File: src/rtl/adc_scan_pkg.sv
package adc_scan_pkg;
  typedef struct packed {
    logic       wrEn;
    logic [1:0] wrSlot;
    logic       passDone;
  } scan_strobe_t;
endpackage

File: src/rtl/adc_scan_ctrl.sv
module adc_scan_ctrl
  import adc_scan_pkg::*;
#(
  parameter int GROUP_CH   = 4,
  parameter int NUM_GROUPS = 2,
  localparam int IDX_W  = $clog2(GROUP_CH),
  localparam int GSEL_W = (NUM_GROUPS > 1) ? $clog2(NUM_GROUPS) : 1,
  localparam int CH_W   = IDX_W + GSEL_W
) (
  input  logic              clk,
  input  logic              rstN,
  input  logic              swRun,
  input  logic              timerTrig,
  input  logic              extTrig,
  input  logic              runClr,
  input  logic [GSEL_W-1:0] groupSel,
  input  logic [IDX_W-1:0]  chanCnt,
  input  logic              convDone,
  output logic              convStart,
  output logic [CH_W-1:0]   convChan,
  output logic              running,
  output scan_strobe_t      strobe
);
  typedef enum logic [1:0] {ST_IDLE, ST_START, ST_WAIT} state_t;

  state_t            state;
  logic              runQ;
  logic [IDX_W-1:0]  idxQ;
  logic [IDX_W-1:0]  cfgCnt;
  logic [GSEL_W-1:0] cfgGrp;
  logic              anyTrig;
  logic              startRun;
  logic              lastCh;

  assign anyTrig  = swRun | timerTrig | extTrig;
  assign startRun = anyTrig && !runClr && !runQ;
  assign lastCh   = (idxQ == cfgCnt);

  always_ff @(posedge clk or negedge rstN) begin
    if (!rstN) begin
      runQ   <= 1'b0;
      state  <= ST_IDLE;
      idxQ   <= '0;
      cfgCnt <= '0;
      cfgGrp <= '0;
    end else if (runClr) begin
      runQ  <= 1'b0;
      state <= ST_IDLE;
    end else if (startRun) begin
      runQ   <= 1'b1;
      state  <= ST_START;
      idxQ   <= '0;
      cfgCnt <= chanCnt;
      cfgGrp <= groupSel;
    end else begin
      case (state)
        ST_START: state <= ST_WAIT;
        ST_WAIT: if (convDone) begin
          state <= ST_START;
          idxQ  <= lastCh ? '0 : idxQ + 1'b1;
        end
        default: state <= ST_IDLE;
      endcase
    end
  end

  always_comb begin
    strobe          = '0;
    strobe.wrEn     = (state == ST_WAIT) && convDone && !runClr;
    strobe.wrSlot   = 2'(idxQ);
    strobe.passDone = strobe.wrEn && lastCh;
  end

  assign convStart = (state == ST_START);
  assign convChan  = {cfgGrp, idxQ};
  assign running   = runQ;

  // a fresh run begins at the first channel of its group
  a_r1_first_chan: assert property (@(posedge clk) disable iff (!rstN)
    $rose(runQ) |-> (convStart && convChan[IDX_W-1:0] == '0));
  // start is a single-cycle pulse
  a_r2_single_pulse: assert property (@(posedge clk) disable iff (!rstN)
    convStart |=> !convStart);
  // an accepted result is followed at once by the next start
  a_r2_next_start: assert property (@(posedge clk) disable iff (!rstN)
    strobe.wrEn |=> convStart);
  // nothing is written while stopped
  a_r7_idle_no_write: assert property (@(posedge clk) disable iff (!rstN)
    !runQ |-> !strobe.wrEn);
  // an abort halts all further starts
  a_r7_abort_stops: assert property (@(posedge clk) disable iff (!rstN)
    runClr |=> (!running && !convStart));
endmodule

File: src/rtl/adc_scan_dp.sv
module adc_scan_dp
  import adc_scan_pkg::*;
#(
  parameter int GROUP_CH = 4,
  parameter int RES_W    = 10
) (
  input  logic                      clk,
  input  logic                      rstN,
  input  scan_strobe_t              strobe,
  input  logic [RES_W-1:0]          convData,
  input  logic                      flagClr,
  input  logic                      intEn,
  output logic                      scanFlag,
  output logic                      irq,
  output logic [GROUP_CH*RES_W-1:0] resData
);
  logic flagQ;

  for (genvar s = 0; s < GROUP_CH; s++) begin : g_slot
    logic [RES_W-1:0] slotQ;
    always_ff @(posedge clk or negedge rstN) begin
      if (!rstN)
        slotQ <= '0;
      else if (strobe.wrEn && strobe.wrSlot == 2'(s))
        slotQ <= convData;
    end
    assign resData[s*RES_W +: RES_W] = slotQ;
  end

  always_ff @(posedge clk or negedge rstN) begin
    if (!rstN)
      flagQ <= 1'b0;
    else if (strobe.passDone)
      flagQ <= 1'b1;
    else if (flagClr)
      flagQ <= 1'b0;
  end

  assign scanFlag = flagQ;
  assign irq      = flagQ & intEn;

  // a completed pass raises the flag
  a_r4_flag_set: assert property (@(posedge clk) disable iff (!rstN)
    strobe.passDone |=> scanFlag);
  // the flag holds unless cleared
  a_r6_flag_sticky: assert property (@(posedge clk) disable iff (!rstN)
    (scanFlag && !flagClr) |=> scanFlag);
  // slots change only on a write
  a_r3_slot_stable: assert property (@(posedge clk) disable iff (!rstN)
    !strobe.wrEn |=> $stable(resData));
endmodule

File: src/rtl/adcScanSeq.sv
module adcScanSeq
  import adc_scan_pkg::*;
(
  input  logic        clk,
  input  logic        rstN,
  input  logic        swRun,
  input  logic        timerTrig,
  input  logic        extTrig,
  input  logic        runClr,
  input  logic        groupSel,
  input  logic [1:0]  chanCnt,
  input  logic        intEn,
  input  logic        flagClr,
  output logic        convStart,
  output logic [2:0]  convChan,
  input  logic        convDone,
  input  logic [9:0]  convData,
  output logic        running,
  output logic        scanFlag,
  output logic        irq,
  output logic [39:0] resData
);
  scan_strobe_t strobe;

  adc_scan_ctrl #(.GROUP_CH(4), .NUM_GROUPS(2)) ctrl_i (
    .clk(clk), .rstN(rstN), .swRun(swRun), .timerTrig(timerTrig),
    .extTrig(extTrig), .runClr(runClr), .groupSel(groupSel),
    .chanCnt(chanCnt), .convDone(convDone), .convStart(convStart),
    .convChan(convChan), .running(running), .strobe(strobe)
  );

  adc_scan_dp #(.GROUP_CH(4), .RES_W(10)) dp_i (
    .clk(clk), .rstN(rstN), .strobe(strobe), .convData(convData),
    .flagClr(flagClr), .intEn(intEn), .scanFlag(scanFlag),
    .irq(irq), .resData(resData)
  );
endmodule

File: config.mk
export PLATFORM = sky130hd
export DESIGN_NAME = adcScanSeq
export DESIGN_NICKNAME = d
export VERILOG_FILES = /design/src/rtl/adc_scan_pkg.sv /design/src/rtl/adc_scan_ctrl.sv /design/src/rtl/adc_scan_dp.sv /design/src/rtl/adcScanSeq.sv
export SDC_FILE = /design/constraint.sdc
export NUM_CORES = 1
export LEC_CHECK = 0
export BUFFER_PORTS_ARGS = -buffer_cell sky130_fd_sc_hd__clkbuf_2
export CAP_MARGIN = 20
export CORE_UTILIZATION = 40
export DETAILED_ROUTE_END_ITERATION = 12
export HOLD_SLACK_MARGIN = 0.03
export PLACE_DENSITY = 0.68
export SLEW_MARGIN = 15
export SYNTH_ARGS = -nofsm -noshare
export SYNTH_HDL_FRONTEND = slang
export SYNTH_HIERARCHICAL = 1
export SYNTH_SLANG_ARGS = --single-unit
export TNS_END_PERCENT = 10
File: constraint.sdc
create_clock -name clk -period 1.43 [get_ports clk]
set_clock_uncertainty 0.1 [all_clocks]
set_input_delay 0.286 -clock clk [delete_from_list [all_inputs] [get_ports clk]]
set_output_delay 0.286 -clock clk [all_outputs]
set_load 0.01 [all_outputs]
Word-level counts from Yosys, hierarchy flattened:

Cells that the tools add are included.

* flip-flop bits (word level): 49
* input port bits: 22
* output and inout bits: 47
* logic and storage cells: 52

* add/subtract/negate cells: 1
* equality and inequality tests: 7
* muxes and demuxes: 12
* bitwise logic cells: 4
* reductions and logical operators: 18

Operators with widths (count)
* 2-bit two-way mux: 7
* 1-bit logical AND: 9
* 2-bit nonzero test: 4
* 2-bit == test (second input constant): 3
* 2-bit by 1-bit == test with 1-bit output (second input constant): 2
* 1-bit two-way mux: 4
* 4-bit by 3-bit inequality test with 1-bit output (second input constant): 1
* 2-bit case mux with 2 select lines: 1
* 3-bit AND reduction: 1
* 2-bit by 1-bit adder with 2-bit output (second input constant): 1
* 2-bit == test: 1
* 1-bit zero test: 2
* 2-bit zero test: 1
* 1-bit OR: 2
* 2-bit AND reduction: 1
* 1-bit bitwise AND: 1
* 1-bit NOT: 1

Logic depth before layout (Yosys ltp):

* depth in word-level cells: 6
* mapped depth: 5
* gate-level depth less buffers: 4

Cells and area by module:

Netlist, hierarchy kept.

By module, submodules not included
* adc_scan_dp: instances 1, cells each 91, area an instance 1640.3 sq um, sequential area each 1026.0 sq um
* adc_scan_ctrl: instances 1, cells each 38, area an instance 447.9 sq um, sequential area each 200.2 sq um

Worst setup path before layout:

No wires, ideal clock.

* path type: register to register
* start: reg ctrl_i.state[0]
* end: reg dp_i.g_slot[0].slotQ[0]
* library setup time: 0.125 ns
* arrival time: 1.331 ns
* required time: 1.205 ns
* slack: -0.126 ns
* cell stages (with the launch flop): 6
* buffers on the path: 1
* period minus slack after synthesis: 1.556 ns
* cell sequence: dfrtp_1 nand4bb_4 inv_4 nor3b_2 buf_6 mux2_2

RTL lines
* start, declared: line adc_scan_ctrl.sv:26 `state_t state;`
* start signal, assigned: line adc_scan_ctrl.sv:42 `state <= ST_IDLE;`
* start signal, assigned: line adc_scan_ctrl.sv:48 `state <= ST_IDLE;`
* start signal, assigned: line adc_scan_ctrl.sv:51 `state <= ST_START;`
* end signal, assigned: line adc_scan_dp.sv:25 `slotQ <= convData;`
* end, declared: line adc_scan_dp.sv:20 `logic [RES_W-1:0] slotQ;`

==> run_results.csv <==
group,metric,value,unit
grt,grt_antenna_before_repair,0,
worst_hold_path,hold_path_depth,2,
worst_setup_path,crit_path_end_kind,"flop",
detailed_routing,wl,4.08,mm
die,rows,25,
die,die-height,74.3,um
cts,insertion_delay,0.29,ns
worst_hold_path,hold_start,"groupSel",
worst_setup_path,worst-endpoint-arrival,1.66,ns
cts,tritoncts,"yes",
grt,globalRoute.totalOverflow,0,
synthesis,post_syn_area,2090,um^2
power_and_ir_drop,share_seq_of_total_power,55.1,%
synthesis,synth.top_cell.area_share,58.7,%
synthesis,most_instantiated_cells_after_synthesis,"dfrtp_1 (49), mux2_2 (22), mux2_4 (20)",
worst_hold_path,hold_end,"ctrl_i/cfgGrp$_DFFE_PN0P_",
layout,drive_gt1_share,67.1,%
power_and_ir_drop,p_leak,1.52,nW
synthesis,ys_async_sr_fraction,100,%
sta,period_share,111,%
sta,finalCriticalPeriod,1.58,ns
detailed_routing,route.detailed.vias_per_inst,4.61,
grt,wire_length_of_the_first_global_routing_pass,6.64,mm
worst_setup_path,cp.required,1.51,ns
placement,routabilityCongestion,0.804,
sta,hold_viol_final,0,
die,die-area,5510,um^2
synthesis,synth_sequential_area_ratio,58.7,%
detailed_routing,antenna_left,0,
run_status,status,"complete, but fails checks",
worst_setup_path,crit-reg2reg-launch,"ctrl_i/state[0]$_DFFE_PN0P_",
cts,cts-root-to-sink-buffers,2,
die,pin_count,69,
grt,grt_start_max_net_pins,50,
layout,areaGrowthSynthToFinish,32.5,%
worst_hold_path,hold_class,"in -> reg",
placement,port_buffers,68,
worst_setup_path,timing.rr.end,"dp_i/g_slot[0].slotQ[1]$_DFFE_PN0P_",
power_and_ir_drop,power_density,1030,nW/um^2
sta,post-route-worst-setup-slack,-0.152,ns
cts,tritoncts.num_buffers,5,
sta,rsz0062_at_grt,"yes",
worst_setup_path,r2r_setup_slack,-0.15,ns
detailed_routing,remaining_drc_errors,0,
synthesis,synthTopCellsByArea,"dfrtp_1 (59%), mux2_4 (14%), mux2_2 (12%)",
cts,root_buffer,"clkbuf_8",
synthesis,netlist_cell_types,29,
worst_setup_path,logic_depth_of_the_worst_register_to_register_path,5,
placement,place.detailed.hpwl,2.97,mm
power_and_ir_drop,vdd_drop_max,0.804,mV
synthesis,number_of_nets_produced_by_synthesis,151,
synthesis,netlist_instances,129,
grt,first_global_vias,1327,
sta,timing.final.max_slew_violations,0,
power_and_ir_drop,p_sw_share,24.5,%
power_and_ir_drop,total_switching_power,0.699,mW
power_and_ir_drop,power.combinational.fraction,14.5,%
synthesis,synth.most_common_cell,"dfrtp_1",
die,core_area,4880,um^2
worst_setup_path,start_kind,"flop",
layout,insertedDiodeCount,0,
cts,cts.sinks,49,
synthesis,yosys_register_bits,49,
sta,fin_tns_setup,-2.82,ns
detailed_routing,dr.pass1.iters,2,
sta,max_freq,632,MHz
grt,global_route.usage.total,16.6,%
worst_setup_path,cp_max_fo,10,
detailed_routing,1st_iter_drt_viols,36,
worst_setup_path,criticalPathCategory,"reg -> reg",
run_status,violations,"negative setup slack",
sta,setup-violations-final,31,
synthesis,dominantRegCellSynth,"dfrtp_1",
sta,timing.max_slew.rel_slack,78.3,%
sta,worst_tran_pin_value,0.322,ns
power_and_ir_drop,clock_power_share,30.4,%
synthesis,postSynthAreaPerCell,16.2,um^2
synthesis,yosysWarningCount,6,
cts,clk_pin_slew,0.08,ns
layout,post_layout_nonfiller_instances,283,
power_and_ir_drop,internal-power,2.16,mW
synthesis,yosysTopAreaCell,"dfrtp_1",
placement,placedCellCount,274,
synthesis,synth-edff-count,0,
die,start_util,42.8,%
run,max_cap_viol_count,0,
die,floorplan.die.width,74.3,um
detailed_routing,vias,1306,
cts,h-tree-depth,2,
detailed_routing,drt-wirelength-per-cell,14.4,um
layout,final_nets,237,
power by group through the flow:
stage / Sequential, mW / Combinational, mW / Clock, mW
after detailed placement: 1.60 / 0.412 / 0
after global placement: 1.60 / 0.403 / 0
final: 1.57 / 0.415 / 0.867
after global routing: 1.59 / 0.458 / 0.954
after floorplan: 1.63 / 0.156 / 0
after CTS: 1.57 / 0.421 / 0.904
timing repair:
action	in CTS	in global routing
endpoints found under the setup margin	35	44
resized for setup	7	7
hold buffers	1	0
endpoints found under the hold margin	49	0
pin swaps	1	0
setup buffers	0	0
sequential cells by signal, indices dropped and copies added, names as in the netlist:
| name | count |
|---|---|
| dp_i/g_slot.slotQ | 40 |
| ctrl_i/cfgCnt | 2 |
| ctrl_i/idxQ | 2 |
| ctrl_i/state | 2 |
| ctrl_i/cfgGrp | 1 |
| ctrl_i/running | 1 |
| dp_i/scanFlag | 1 |
worst max-delay path, cell delays in order (launching register included):
cell       delay (ns)
dfrtp_1          0.38
nand4bb_4        0.21
inv_4            0.09
nor3b_2          0.17
buf_6            0.18
mux2_2           0.34
routing by layer:
layer | GRT usage (%) | wire length (um) | part of all wire (%)
met5 | 0 | 0 | 0
met4 | 7.97 | 71 | 1.7
met3 | 3.12 | 135 | 3.3
met2 | 26.9 | 2090 | 51
met1 | 21.5 | 1790 | 44
cell type report:
cell class                      instances  area [um^2]
Clock inverter                          1         5.00
Tap cell                               67         83.8
Sequential cell                        49         1230
Fill cell                             438         2110
Clock buffer                            7         96.3
Inverter                                4         17.5
Multi-Input combinational cell         70          808
Timing Repair Buffer                   85          528
stage by stage:
step | power (mW) | utilization (%) | hold WS (ns) | area (um^2) | setup WS, ns
floorplan | 1.79 | - | -0.110 | 2090 | -0.126
CTS | 2.90 | 56.3 | 0.107 | 2750 | -0.166
global route | 3.00 | 56.7 | 0.112 | 2770 | -0.232
detailed placement | 2.01 | 53.3 | 0.199 | 2600 | -0.222
finish | 2.85 | 56.7 | 0.116 | 2770 | -0.152
global placement | 2.00 | 53.3 | 0.195 | 2600 | -0.199
kinds of logic (layout without fill, tap and decap cells):
family	count (synthesis)	after routing	share of synthesized area, %
flip-flops	49	49	58.7
multiplexers	43	43	26.8
AND/OR/NAND/NOR	18	18	7.73
buffers and inverters	10	97	3.54
AO/OA/AOI/OAI	7	7	2.40
XOR/XNOR	2	2	0.839
cells in the final DEF (no fill, tap or decap), types with 2 or more instances in the layout:
| cell | instances |
|---|---|
| inv_1 | 3 |
| dfrtp_1 | 47 |
| xor2_1 | 2 |
| nor3_1 | 2 |
| a21oi_1 | 3 |
| buf_4 | 7 |
| or2b_1 | 2 |
| clkbuf_2 | 67 |
| mux2_2 | 22 |
| clkbuf_8 | 7 |
| buf_12 | 2 |
| nand3b_1 | 2 |
| buf_6 | 8 |
| mux2_4 | 20 |
| dfrtp_2 | 2 |
worst max-delay path by stage:
stage               slack, ns  cells after the start                         from                                   to
global route            -0.23                      5  ctrl_i/state[0]$_DFFE_PN0P_  dp_i/g_slot[0].slotQ[7]$_DFFE_PN0P_
finish                  -0.15                      5  ctrl_i/state[0]$_DFFE_PN0P_  dp_i/g_slot[0].slotQ[1]$_DFFE_PN0P_
global placement        -0.20                      6                       runClr  dp_i/g_slot[0].slotQ[7]$_DFFE_PN0P_
CTS                     -0.17                      5  ctrl_i/state[0]$_DFFE_PN0P_  dp_i/g_slot[0].slotQ[1]$_DFFE_PN0P_
floorplan               -0.13                      5  ctrl_i/state[0]$_DFFE_PN0P_  dp_i/g_slot[0].slotQ[0]$_DFFE_PN0P_
detailed placement      -0.22                      6                       runClr  dp_i/g_slot[0].slotQ[3]$_DFFE_PN0P_
No activity file was read; power rests on OpenSTA's default activity.
